==> config.mk <==
export PLATFORM = sky130hd
export DESIGN_NAME = uart_char_framer
export DESIGN_NICKNAME = d
export VERILOG_FILES = /design/src/rtl/uart_char_framer.sv
export SDC_FILE = /design/constraint.sdc
export NUM_CORES = 1
export LEC_CHECK = 0
export BUFFER_PORTS_ARGS = -buffer_cell sky130_fd_sc_hd__buf_2
export CORE_MARGIN = 5
export CORE_UTILIZATION = 45
export CTS_BUF_LIST = sky130_fd_sc_hd__clkbuf_16
export DETAILED_ROUTE_END_ITERATION = 8
export GPL_TIMING_DRIVEN = 0
export PLACE_DENSITY = 0.66
export SYNTH_ARGS = -nofsm -noshare
export SYNTH_HDL_FRONTEND = slang
export SYNTH_SLANG_ARGS = --single-unit
==> constraint.sdc <==
create_clock -name clk -period 3.8 [get_ports clk]
set_clock_uncertainty 0.2 [all_clocks]
set_input_delay 0.19 -clock clk [delete_from_list [all_inputs] [get_ports clk]]
set_output_delay 0.19 -clock clk [all_outputs]
set_load 0.05 [all_outputs]
==> src/rtl/uart_char_framer.sv <==
module uart_char_framer #(
  parameter int TICKS_PER_BIT = 16
) (
  input  logic       clk,
  input  logic       rst_n,
  input  logic       baud_tick,
  input  logic       ld_valid,
  output logic       ld_ready,
  input  logic [7:0] ld_data,
  input  logic [1:0] cfg_pmode,
  input  logic       cfg_ptype,
  input  logic [1:0] cfg_len,
  input  logic       cfg_two_stop,
  output logic       txd
);
  localparam int TCW = (TICKS_PER_BIT > 1) ? $clog2(TICKS_PER_BIT) : 1;
  localparam logic [TCW-1:0] TLAST = TCW'(TICKS_PER_BIT - 1);

  typedef enum logic [2:0] {S_IDLE, S_START, S_DATA, S_CTRL, S_STOP1, S_STOP2} st_t;

  st_t            st;
  logic [TCW-1:0] tcnt;
  logic [2:0]     bidx, blast;
  logic [7:0]     sh;
  logic           ctrl_q, has_ctrl_q, two_q;

  wire       load    = ld_valid && ld_ready;
  wire       bit_end = baud_tick && (tcnt == TLAST);
  wire [7:0] mask    = 8'hFF >> (2'd3 - cfg_len);
  wire       par     = ^(ld_data & mask);
  wire       ctrl_d  = (cfg_pmode == 2'b00) ? (par ^ cfg_ptype) : cfg_ptype;

  assign ld_ready = (st == S_IDLE);

  always_comb begin
    case (st)
      S_START: txd = 1'b0;
      S_DATA:  txd = sh[0];
      S_CTRL:  txd = ctrl_q;
      default: txd = 1'b1;
    endcase
  end

  always_ff @(posedge clk) begin
    if (!rst_n) begin
      st         <= S_IDLE;
      tcnt       <= '0;
      bidx       <= '0;
      blast      <= '0;
      sh         <= '0;
      ctrl_q     <= 1'b0;
      has_ctrl_q <= 1'b0;
      two_q      <= 1'b0;
    end else if (load) begin
      st         <= S_START;
      tcnt       <= '0;
      bidx       <= '0;
      blast      <= 3'd4 + {1'b0, cfg_len};
      sh         <= ld_data;
      ctrl_q     <= ctrl_d;
      has_ctrl_q <= (cfg_pmode != 2'b10);
      two_q      <= cfg_two_stop;
    end else if (st != S_IDLE && baud_tick) begin
      tcnt <= bit_end ? '0 : tcnt + 1'b1;
      if (bit_end) begin
        case (st)
          S_START: st <= S_DATA;
          S_DATA: begin
            sh <= sh >> 1;
            if (bidx == blast) st <= has_ctrl_q ? S_CTRL : S_STOP1;
            else               bidx <= bidx + 1'b1;
          end
          S_CTRL:  st <= S_STOP1;
          S_STOP1: st <= two_q ? S_STOP2 : S_IDLE;
          default: st <= S_IDLE;
        endcase
      end
    end
  end
endmodule

==> results_dict.tcl <==
set metrics [dict create \
    final.fill_count 276 \
    insertion_delay_ps 260 \
    drtPass1Iterations 4 \
    dpl.hpwl_mm 2.06 \
    die-width_um 62.7 \
    synth_seq_cells 24 \
    synth-async-reset-ratio_pct 0 \
    final_net_count 199 \
    setup_tns_ps 0 \
    grt_max_degree 14 \
    seqCellArea_um2 480 \
    rr_startpoint "tcnt[0]$_SDFFE_PP0P_" \
    worst_hold_path_type "input port to flop" \
    combPwrFrac_pct 17.1 \
    p_clk_share_pct 37.7 \
    drcViolationCount 0 \
    path_max_fanout 10 \
    pint_uw 453 \
    placedInstanceArea_mm2 0.00138 \
    globalRoute.totalOverflow 0 \
    yosys_warnings 0 \
    power.share.switching_pct 25.3 \
    setup_viol 0 \
    syn_avg_cell_area_um2 8.17 \
    finalWeightedCongestion 0.780 \
    min_delay_startpoint "cfg_len[0]" \
    hold_violations 0 \
    floorplan.initialDensity_pct 46.1 \
    cap_viol_max_count 0 \
    coreArea_mm2 0.00271 \
    critical_path_arrival_ps 2300 \
    kind_of_launch_point_of_the_worst_setup_path "flop" \
    cts_made_buffers 3 \
    dr_vias 1145 \
    net-switching-power_uw 154 \
    wl_mm 2.74 \
    max_slew_margin_pct 66.5 \
    y_dimension_of_the_die_um 62.7 \
    antenna_left 0 \
    cts.path.max_buffers 2 \
    outcome "completed" \
    global_route.usage.total_pct 14.8 \
    timing_max_transition_violations_final 0 \
    fin_crit_sh_pct 61.7 \
    first_pass_grt_wire_length_mm 4.84 \
    pwr-share-seq_pct 45.2 \
    detailedPlace.worstSlack_ps 1500 \
    placement_rows 19 \
    post_cts_resized 0 \
    first_global_vias 1097 \
    clk_pin_slew_worst_paths_ps 60 \
    layout-area-overhead-vs-synth_pct 18.6 \
    synth-main-ff-cell "dfxtp_1" \
    peakVddDrop_mv 0.289 \
    power.density_mw_per_mm2 409 \
    sinks_on_the_clock_net 24 \
    required_ps 3760 \
    synth_cells 153 \
    mappedNetlistArea_mm2 0.00125 \
    insertedDiodeCount 0 \
    htree_levels 1 \
    floorplan.die_area_mm2 0.00393 \
    antenna_violations_before_repair 0 \
    startpoint "tcnt[0]$_SDFFE_PP0P_" \
    crit_path_end_kind "flop" \
    io_buffer_count 19 \
    footprint_of_the_multi_input_gates_um2 693 \
    rsz0062_at_grt "no" \
    synth-edff-count 0 \
    clock_tree.root_cell "clkbuf_16" \
    worst_slew_pin_slew_ps 502 \
    seq_area_frac_synth_pct 38.4 \
    tritoncts "yes" \
    synth_cell_types 37 \
    setup_ws_ps 1460 \
    drtIter0Drc 53 \
    fin_crit_ps 2340 \
    avgRoutedWirePerCell_um 13.1 \
    mappedNetlistNets 173 \
    viasPerCell 5.48 \
    worst_hold_slack_ps 1.27 \
    timing.setup.critical_path_class "flop to flop" \
    static-leakage-power_nw 0.623 \
    final_cell_area_mm2 0.00148 \
    clock.fmax_mhz 426 \
    boundaryPins 20 \
    final_layout_size_suffix_gt1_share_pct 16.3 \
]
==> registers in the layout, summed over array words and instances (netlist names) <==
name	flops
ctrl_q	1
bidx	3
tcnt	4
blast	3
two_q	1
st	3
sh	8
has_ctrl_q	1
==> critical path: stages (launching register included) <==
cell	delay (ps)
dfxtp_1	390
ha_1	230
nand4_1	280
nor3_1	410
or2_1	160
buf_4	140
buf_6	140
nor2_1	50
a311oi_1	250
==> cell type report <==
type,instances,share of cell area [%]
multi-input cells,115,46.8
inverters,6,1.52
repair buffers,21,7.76
plain buffers,8,3.63
clock buffers,3,5.06
well taps,31,2.62
clock inverters,1,0.253
flip-flops and latches,24,32.4
==> layer usage <==
metal	up-vias	share of wire, %	GRT usage, %	routed length, um
li1	578	-	-	-
met1	526	44	18.9	1190
met2	36	49	24.9	1350
met3	5	5.7	3.06	156
met4	0	1.3	4.77	36
met5	-	0	0	0
==> Yosys cell counts (2+ instances only) <==
cell type  instances  share of area [%]
nor2_1            18                5.4
xor2_1             7                4.9
xnor2_1            2                1.4
nor2b_1            3                1.5
buf_4              2                1.2
a31oi_1            2                1.0
a311oi_1           8                5.6
clkbuf_1           3               0.90
a21oi_1           14                5.6
inv_1              6                1.8
buf_6              2                1.8
or3_1              3                1.5
ha_1               2                2.0
nand2b_1           2                1.0
dfxtp_1           24                 38
o21ai_0            4                1.6
nor3_1             4                1.6
nand2_1           28                8.4
==> logic make-up (layout without fill, tap and decap cells) <==
group,count (synthesis),after routing,synth area share [%]
xor gates and xnor gates,11,11,9.41
adders and majority gates,2,2,2.00
DFF,24,24,38.4
AOI/OAI and AO/OA,35,35,18.5
muxes,1,1,0.801
buffers and inverters,14,39,6.11
and+or+nand+nor,66,66,24.7
==> layout by cell type, fill, tap and decap left out, types with 2 or more instances in the layout <==
cell type and count:
o21ai_0 4, nand2_1 28, clkbuf_16 3, buf_6 2, a21oi_1 14, buf_2 20
nor3_1 4, xor2_1 7, buf_4 2, xnor2_1 2, inv_1 6, nor2_1 18
a31oi_1 2, dlygate4sd3_1 2, ha_1 2, nor2b_1 3, a311oi_1 8, or3_1 3
nand2b_1 2, clkbuf_1 3, dfxtp_1 24
==> power groups by stage <==
stage          clock (mW)  sequential (mW)  combinational, mW
3_5_place_dp            0            0.280              0.102
5_1_grt             0.245            0.276              0.116
6_report            0.229            0.274              0.104
3_3_place_gp            0            0.279             0.0999
2_1_floorplan           0            0.277             0.0748
4_1_cts             0.231            0.274              0.105
==> path summary, 6_finish.rpt <==
kind | to | slack (ps) | depth (start not counted)
max | sh[6]$_SDFFE_PN0P_ | 1460 | 8
min reg2reg | two_q$_SDFFE_PN0P_ | 270 | 2
min | blast[0]$_SDFFE_PN0P_ | 1 | 3
max reg2reg | sh[6]$_SDFFE_PN0P_ | 1460 | 8
==> timing repair <==
item	4_1_cts	5_1_grt
hold buffers	2	0
endpoints found under the hold margin	2	0
buffers inserted	0	0
==> per-stage QoR <==
step	total power, mW	instances	util [%]
3_3_place_gp	0.379	203	51.1
6_report	0.607	209	54.7
3_5_place_dp	0.382	203	51.1
2_1_floorplan	0.352	153	-
5_1_grt	0.638	209	54.7
4_1_cts	0.610	209	54.7
Note: power is estimated with default switching activity, not from simulation.
